**config.mk**
```make
export PLATFORM = sky130hd
export DESIGN_NAME = wrp_ctrl
export DESIGN_NICKNAME = d
export VERILOG_FILES = /design/src/rtl/wrp_pkg.sv /design/src/rtl/wrp_sync.sv /design/src/rtl/wrp_shift.sv /design/src/rtl/wrp_regs.sv /design/src/rtl/wrp_ctrl.sv
export SDC_FILE = /design/constraint.sdc
export NUM_CORES = 1
export LEC_CHECK = 0
export ABC_AREA = 0
export BUFFER_PORTS_ARGS = -buffer_cell sky130_fd_sc_hd__buf_4
export CAP_MARGIN = 20
export CORE_MARGIN = 2
export CORE_UTILIZATION = 50
export DETAILED_ROUTE_END_ITERATION = 8
export GPL_TIMING_DRIVEN = 0
export PLACE_DENSITY_LB_ADDON = 0.15
export SYNTH_ARGS = -nofsm -noshare
export SYNTH_HDL_FRONTEND = slang
export SYNTH_SLANG_ARGS = --single-unit
```
**constraint.sdc**
```tcl
create_clock -name clk -period 2.1 [get_ports clk]
set_input_delay 0.42 -clock clk [delete_from_list [all_inputs] [get_ports clk]]
set_output_delay 0.42 -clock clk [all_outputs]
set_load 0.02 [all_outputs]
```
**src/rtl/wrp_pkg.sv**
```systemverilog
package wrp_pkg;
  localparam int BYTE_W = 8;
  localparam int CNT_W  = 5;
  localparam int BP_W   = 3;

  localparam logic [BYTE_W-1:0] OPC_ARM  = 8'h06;
  localparam logic [BYTE_W-1:0] OPC_LOAD = 8'h01;

  localparam logic [CNT_W-1:0] BITS_OPC  = CNT_W'(BYTE_W);
  localparam logic [CNT_W-1:0] BITS_STAT = CNT_W'(2 * BYTE_W);
  localparam logic [CNT_W-1:0] BITS_FULL = CNT_W'(3 * BYTE_W);

  typedef struct packed {
    logic            lock_bit;
    logic [BP_W-1:0] bp;
  } stat_fields_t;
endpackage

```
**src/rtl/wrp_sync.sv**
```systemverilog
module wrp_sync #(
  parameter int             W       = 1,
  parameter int             DEPTH   = 2,
  parameter logic [W-1:0]   RST_VAL = '0
) (
  input  logic         clk,
  input  logic         rst_n,
  input  logic [W-1:0] d,
  output logic [W-1:0] q
);
  for (genvar b = 0; b < W; b++) begin : g_bit
    logic [DEPTH-1:0] chain;
    always_ff @(posedge clk or negedge rst_n) begin
      if (!rst_n) chain <= {DEPTH{RST_VAL[b]}};
      else        chain <= {chain[DEPTH-2:0], d[b]};
    end
    assign q[b] = chain[DEPTH-1];
  end
endmodule

```
**src/rtl/wrp_shift.sv**
```systemverilog
module wrp_shift
  import wrp_pkg::*;
(
  input  logic              clk,
  input  logic              rst_n,
  input  logic              cs_q,
  input  logic              sck_q,
  input  logic              si_q,
  output logic              frame_done,
  output logic [CNT_W-1:0]  frame_bits,
  output logic [BYTE_W-1:0] opcode,
  output stat_fields_t      stat_in,
  output logic [BYTE_W-1:0] cfg_in
);
  logic              sck_d, cs_d;
  logic [CNT_W-1:0]  cnt, cnt_n;
  logic [BYTE_W-1:0] sh, sh_n, opc_n, cfg_n;
  logic [BYTE_W-1:0] byte_now;
  stat_fields_t      stat_n;
  logic              sck_rise;

  assign sck_rise = sck_q & ~sck_d & ~cs_q;
  assign byte_now = {sh[BYTE_W-2:0], si_q};

  always_comb begin
    cnt_n  = cnt;
    sh_n   = sh;
    opc_n  = opcode;
    stat_n = stat_in;
    cfg_n  = cfg_in;
    if (cs_q) begin
      cnt_n = '0;
    end else if (sck_rise) begin
      sh_n = byte_now;
      if (cnt != '1) cnt_n = cnt + 1'b1;
      if (cnt == BITS_OPC - 1'b1)  opc_n = byte_now;
      if (cnt == BITS_STAT - 1'b1) stat_n = '{lock_bit: byte_now[7], bp: byte_now[4:2]};
      if (cnt == BITS_FULL - 1'b1) cfg_n = byte_now;
    end
  end

  always_ff @(posedge clk or negedge rst_n) begin
    if (!rst_n) begin
      sck_d   <= 1'b0;
      cs_d    <= 1'b1;
      cnt     <= '0;
      sh      <= '0;
      opcode  <= '0;
      stat_in <= '0;
      cfg_in  <= '0;
    end else begin
      sck_d   <= sck_q;
      cs_d    <= cs_q;
      cnt     <= cnt_n;
      sh      <= sh_n;
      opcode  <= opc_n;
      stat_in <= stat_n;
      cfg_in  <= cfg_n;
    end
  end

  assign frame_done = cs_q & ~cs_d;
  assign frame_bits = cnt;
endmodule

```
**src/rtl/wrp_regs.sv**
```systemverilog
module wrp_regs
  import wrp_pkg::*;
(
  input  logic              clk,
  input  logic              rst_n,
  input  logic              frame_done,
  input  logic [CNT_W-1:0]  frame_bits,
  input  logic [BYTE_W-1:0] opcode,
  input  stat_fields_t      stat_in,
  input  logic [BYTE_W-1:0] cfg_in,
  input  logic              wp_q,
  output logic              lock_bit,
  output logic [BP_W-1:0]   bp,
  output logic              wel,
  output logic [BYTE_W-1:0] cfg
);
  logic              lock_n, wel_n;
  logic [BP_W-1:0]   bp_n;
  logic [BYTE_W-1:0] cfg_n;
  logic              full_opc, is_arm, is_load, len_stat, len_full, permit;

  assign full_opc = frame_bits >= BITS_OPC;
  assign is_arm   = full_opc && (opcode == OPC_ARM);
  assign is_load  = full_opc && (opcode == OPC_LOAD);
  assign len_stat = frame_bits == BITS_STAT;
  assign len_full = frame_bits == BITS_FULL;
  assign permit   = wel & ~(lock_bit & ~wp_q);

  always_comb begin
    lock_n = lock_bit;
    bp_n   = bp;
    wel_n  = wel;
    cfg_n  = cfg;
    if (frame_done) begin
      if (!full_opc) begin
        wel_n = 1'b0;
      end else if (is_arm) begin
        wel_n = (frame_bits == BITS_OPC);
      end else if (is_load) begin
        wel_n = 1'b0;
        if (permit && (len_stat || len_full)) begin
          lock_n = stat_in.lock_bit;
          bp_n   = stat_in.bp;
          if (len_full) cfg_n = cfg_in;
        end
      end
    end
  end

  always_ff @(posedge clk or negedge rst_n) begin
    if (!rst_n) begin
      lock_bit <= 1'b0;
      bp       <= '0;
      wel      <= 1'b0;
      cfg      <= '0;
    end else if (frame_done) begin
      lock_bit <= lock_n;
      bp       <= bp_n;
      wel      <= wel_n;
      cfg      <= cfg_n;
    end
  end
endmodule

```
**src/rtl/wrp_ctrl.sv**
```systemverilog
module wrp_ctrl
  import wrp_pkg::*;
#(
  parameter int SYNC_DEPTH = 2
) (
  input  logic              clk,
  input  logic              rst_n,
  input  logic              cs_n,
  input  logic              sck,
  input  logic              si,
  input  logic              wp_n,
  output logic              so_oe,
  output logic [BYTE_W-1:0] status_q,
  output logic [BYTE_W-1:0] config_q,
  output logic              protect_o
);
  logic [1:0]        rst_pipe;
  logic              rst_sn;
  logic [3:0]        pins_q;
  logic              cs_q, sck_q, si_q, wp_q;
  logic              frame_done;
  logic [CNT_W-1:0]  frame_bits;
  logic [BYTE_W-1:0] opcode, cfg_in;
  stat_fields_t      stat_in;
  logic              lock_bit, wel;
  logic [BP_W-1:0]   bp;

  always_ff @(posedge clk or negedge rst_n) begin
    if (!rst_n) rst_pipe <= 2'b00;
    else        rst_pipe <= {rst_pipe[0], 1'b1};
  end
  assign rst_sn = rst_pipe[1];

  wrp_sync #(.W(4), .DEPTH(SYNC_DEPTH), .RST_VAL(4'b1001)) u_sync (
    .clk(clk), .rst_n(rst_sn), .d({cs_n, sck, si, wp_n}), .q(pins_q)
  );
  assign {cs_q, sck_q, si_q, wp_q} = pins_q;

  wrp_shift u_shift (
    .clk(clk), .rst_n(rst_sn), .cs_q(cs_q), .sck_q(sck_q), .si_q(si_q),
    .frame_done(frame_done), .frame_bits(frame_bits), .opcode(opcode),
    .stat_in(stat_in), .cfg_in(cfg_in)
  );

  wrp_regs u_regs (
    .clk(clk), .rst_n(rst_sn), .frame_done(frame_done), .frame_bits(frame_bits),
    .opcode(opcode), .stat_in(stat_in), .cfg_in(cfg_in), .wp_q(wp_q),
    .lock_bit(lock_bit), .bp(bp), .wel(wel), .cfg(config_q)
  );

  assign status_q  = {lock_bit, 2'b00, bp, wel, 1'b0};
  assign protect_o = |bp;
  assign so_oe     = 1'b0;
endmodule

```
# Yosys cells after proc, flatten, opt, wreduce, memory -nomap -nowiden
# Index checks and enable logic that the tools add are counted.
[op_classes] n_eq_ne=10 bitwise=11 order_cmp=1 n_reduce_logical=15 mux=6 n_addsub=1
[ops] cell="$eq 5x5->1 const B" count=3
[ops] cell="$mux 5" count=3
[ops] cell="$eq 5x4->1 const B" count=2
[ops] cell="$reduce_and 3->1" count=3
[ops] cell="$eq 8x1->1 const B" count=1
[ops] cell="$eq 8x3->1 const B" count=1
[ops] cell="$not 1->1" count=6
[ops] cell="$reduce_and 2->1" count=3
[ops] cell="$reduce_and 6->1" count=1
[ops] cell="$add 5x1->5 const B" count=1
[ops] cell="$and 1x1->1" count=5
[ops] cell="$eq 5x3->1 const B" count=1
[ops] cell="$ge 5x4->1 const B" count=1
[ops] cell="$ne 5x5->1 const B" count=1
[ops] cell="$reduce_and 5->1" count=1
[ops] cell="$reduce_bool 2->1" count=2
[ops] cell="$logic_and 1x1->1" count=3
[ops] cell="$mux 1" count=3
[ops] cell="$ne 3x3->1 const B" count=1
[ops] cell="$reduce_or 3->1" count=1
[ops] cell="$logic_or 1x1->1" count=1
[totals] word_cells=61 ff_bits=57

# Longest topological paths before layout
[depth] depth_word=6 ltp_mapped=7 ltp_nobuf=7

# Hierarchy
# Synthesis repeated with hierarchy kept, for this count alone.
[unflattened] cells_unflattened=154 area_unflattened_um2=2384.8
[by_module_without_submodules] module="wrp_shift" seq_area_each_um2=852.1 cells_per_inst=88 area_each_um2=1421.4 instances=1
[by_module_without_submodules] module="wrp_regs" seq_area_each_um2=325.3 cells_per_inst=43 area_each_um2=619.3 instances=1
[by_module_without_submodules] module="wrp_sync" seq_area_each_um2=205.2 cells_per_inst=12 area_each_um2=235.2 instances=1
[by_module_without_submodules] module="wrp_ctrl" seq_area_each_um2=50.0 cells_per_inst=11 area_each_um2=108.9 instances=1

# Least setup slack after synthesis
# OpenSTA, ideal clock, no wires.
[synth_timing] path_type="reg-to-reg" startpoint="register u_shift.cnt[0], in the netlist u_shift.frame_bits[0]" endpoint="register u_shift.cnt[3], in the netlist u_shift.frame_bits[3]" synth_period_minus_slack_ns=1.839 setup_ns=0.072 path_stages_with_launch=8 path_slack_ns=0.261 t_arrival_ns=1.767 required_ns=2.028 cell_sequence="dfrtp_1 ha_1 and3_1 ha_1 nor3b_2 nand4_1 xor2_1 nor2_1"
[synth_between] elab_chain_len=4
[synth_lines] item="start, declared" line_no="wrp_shift.sv:16" text="logic [CNT_W-1:0] cnt, cnt_n;"
[synth_lines] item="start signal, assigned" line_no="wrp_shift.sv:54" text="cnt <= cnt_n;"
[synth_lines] item="$add 5x1->5" line_no="wrp_shift.sv:35" text="if (cnt != '1) cnt_n = cnt + 1'b1;"
[synth_lines] item="$mux 5" line_no="wrp_shift.sv:35"
[synth_lines] item="$mux 5" line_no="wrp_shift.sv:33" text="end else if (sck_rise) begin"
[synth_lines] item="$mux 5" line_no="wrp_shift.sv:31" text="if (cs_q) begin"
# Several ways; a longest one is shown, not always the timed one. The select of a mux whose other input is x is not followed.
# A chain may end at the register's enable or synchronous reset.

# Worst setup path in the final report
[layout_timing] startpoint="register u_sync.g_bit[3].chain[1]" endpoint="register u_regs.cfg[1]"
[layout_between] elab_chain_len=2
[layout_lines] item="start, declared" line_no="wrp_sync.sv:12" text="logic [DEPTH-1:0] chain;"
[layout_lines] item="start signal, assigned" line_no="wrp_sync.sv:14" text="if (!rst_n) chain <= {DEPTH{RST_VAL[b]}};"
[layout_lines] item="start signal, assigned" line_no="wrp_sync.sv:15" text="else chain <= {chain[DEPTH-2:0], d[b]};"
[layout_lines] item="$and 1x1->1" line_no="wrp_shift.sv:62" text="assign frame_done = cs_q & ~cs_d;"
[layout_lines] item="$reduce_and 6->1 (no line)"
[layout_lines] item="end signal, assigned" line_no="wrp_regs.sv:60" text="cfg <= cfg_n;"
[layout_lines] item="end, declared" line_no="wrp_regs.sv:15" text="output logic [BYTE_W-1:0] cfg"
# Every way passes these cells.

==> metrics <==
layout cell share with drive strength beyond 1 47.2%; PD cells 813 nW/um^2; outcome complete, no violations; Final ANT Viol Nets 0; clk sinks 57; min cycle time layout 2000 ps; WS Path Type register to register; Mean Syn Cell Area about 15 sq um; DRC 0; cell family with most CP delay simple AND/OR/NAND/NOR gates; CP Capture Type register; Placer Congestion 0.794; crit path DAT 2210 ps; first-pass GRT wire length slightly above 6 mm; CP cell instances buf_6 > or2b_1 > nor3_2 > and3_1 > buf_4 > mux2_2; clk buf depth 2; period utilization 95.4%; min-delay worst type primary input to register; Crit path largest cell delay 530 ps; Synth Instances 153; sequential power share a little under three fifths; Die X ~72 um; top cell type's share of synthesized area 56.6%; Max Fanout on Critical Path 8; WP buf/inv 2; Psw 0.515 mW; post-place setup slack 12.7 ps; Inst Count DP 228; initial antenna violation count 0; Async S/R FF share, synth 100%; post-synthesis sequential area ratio ~62%; drt pass-1 iters 4; Clock power frac 37.9%; I/O Buffers 19; max-cap violation count 0; sw frac roughly 23%; CTS clk-pin slew, worst paths about 60 ps; Peak supply drop 0.486 mV; H-tree depth 3; Clock Latency Late Sink 330 ps; RSZ-0062 raised after global routing false; Pwr Total 2.22 mW; Pleak between 1 and 1.5 nW; flop-to-flop setup slack 100 ps; Rows 24; CTS tree built; synth warn 0; Final WS setup 96.0 ps; dpl cell area 2540 sq um; Main synth FF type dfrtp_1; grt total ovfl 0; die footprint slightly above 5000 sq um; Syn Std Cell Area between 2000 and 2500 sq um; Internal 1.71 mW; CTS Root Cell clkbuf_8; area delta synth->final 18.8%; final wirelength around 3.5 mm; Fin. Hold Viols 0; core box area between 4000 and 5000 sq um; largest net degree at the start of global routing 37; Comb pwr share 5.7%; post-route cell area ~2700 sq um; minimum hold slack 203 ps; 1st-iter DRT viols 51; fillers 343; Worst Path Required 2310 ps; #FFs+latches synth 57; ranking of synthesized cells by area dfrtp_1 57%, mux2_2 19%, dfstp_2 5.7%; Distinct cells, synth 34; fmax roughly 500 MHz; cell taking the most area after synthesis dfrtp_1; Final Slew Violations 0; Initial Utilization 52.5%; DR vias approximately 1300; io pins 24; GRT Total Usage 16.3%; worst-path cell with the longest stage delay dfstp_2; DPL Wire Length 2.48 mm; Finished Layout Cells 247; Antenna diodes 0; Post-synth EDFFs 0; via-per-instance ratio 5.08; Routed WL per cell ~14 um; critical path launch point type register; Layout Nets 200; die height 71.8 um; vias in the first global route 1329; Final Skew 7.28 ps; endpoints failing setup 0; cts bufs inserted 9
-- cell usage after synthesis, drive strengths merged, types with 2 or more instances --
library cell / instances
xor2: 2
nand2: 2
clkbuf: 2
buf: 8
and3: 3
nand2b: 2
conb: 2
nor2: 7
mux2: 39
and2: 2
nor3b: 3
inv: 3
dfstp: 5
dfrtp: 52
ha: 4
nor3: 4
-- flip-flops by register name (all words and copies together), names as in the netlist, 3 cells and up --
| name | count |
|---|---|
| u_shift.opcode | 8 |
| u_sync.g_bit.chain | 8 |
| u_regs.bp | 3 |
| u_shift.frame_bits | 5 |
| u_shift.stat_in | 4 |
| u_shift.cfg_in | 8 |
| u_shift.sh | 7 |
| u_regs.cfg | 8 |
-- kinds of logic after synthesis --
group | count (synthesis) | share of synthesized area, %
AOI/OAI and AO/OA | 5 | 1.58
xor gates and xnor gates | 3 | 1.14
adders and majority gates | 4 | 2.18
buffers and inverters | 13 | 3.59
DFF | 57 | 62.3
muxes | 39 | 19.1
other | 2 | 0.327
and+or+nand+nor | 30 | 9.79
-- what timing repair did --
action | CTS | global route
hold buffers | 1 | 0
endpoints found under the hold margin | 2 | 0
resized for setup | 0 | 1
setup buffers | 0 | 2
endpoints found under the setup margin | 0 | 18
-- power groups by stage --
stage          combinational, mW  clock, mW  sequential (mW)
2_1_floorplan             0.0905          0             1.25
3_3_place_gp               0.104          0             1.28
3_5_place_dp               0.125          0             1.27
4_1_cts                    0.127      0.873             1.25
5_1_grt                    0.143      0.919             1.27
6_report                   0.127      0.842             1.25
-- routing by layer --
layer,vias up,part of all wire [%],global-route usage (%)
met5,-,0,0
met3,9,4.4,5.06
met1,623,44,19.5
met4,0,2.4,10.1
met2,27,49,25.7
li1,596,-,-
-- metrics by stage --
stage                     TNS [ps]  util [%]
after floorplan                  0         -
after global placement       -4220      57.4
after detailed placement         0      57.9
after CTS                        0      61.8
after global routing             0      62.3
final                            0      62.3
-- worst paths after layout --
path,endpoint,start,cells after the start
worst max-delay path,u_regs.cfg[1],u_sync.g_bit[3].chain[1],6
worst min-delay path,u_sync.g_bit[1].chain[0],si,1
worst max register to register,u_regs.cfg[1],u_sync.g_bit[3].chain[1],6
worst min register to register,u_shift.stat_in[3],rst_pipe[1],0
max in group asynchronous,u_sync.g_bit[3].chain[0],rst_pipe[1],1
min in group asynchronous,u_shift.stat_in[3],rst_pipe[1],0
-- cells in the final DEF, fill, tap and decap left out, drive strengths merged, types with 2 or more instances in the layout --
master / n
dfstp: 5
nor2: 7
clkbuf: 17
and2: 2
nor3: 4
xor2: 2
mux2: 39
conb: 5
dfrtp: 52
ha: 4
nand2b: 2
and3: 3
nor3b: 3
inv: 3
nand2: 2
buf: 30
-- final cells by class --
class	count	area, sq um	share of cell area (%)
Sequential cell	57	1430	52.5
Multi-Input combinational cell	86	802	29.3
Timing Repair Buffer	23	188	6.87
Clock buffer	15	156	5.72
Buffer	10	71.3	2.61
Tap cell	52	65.1	2.38
Inverter	3	11.3	0.412
Clock inverter	1	5.00	0.183
Note: power is estimated with default switching activity, not from simulation.
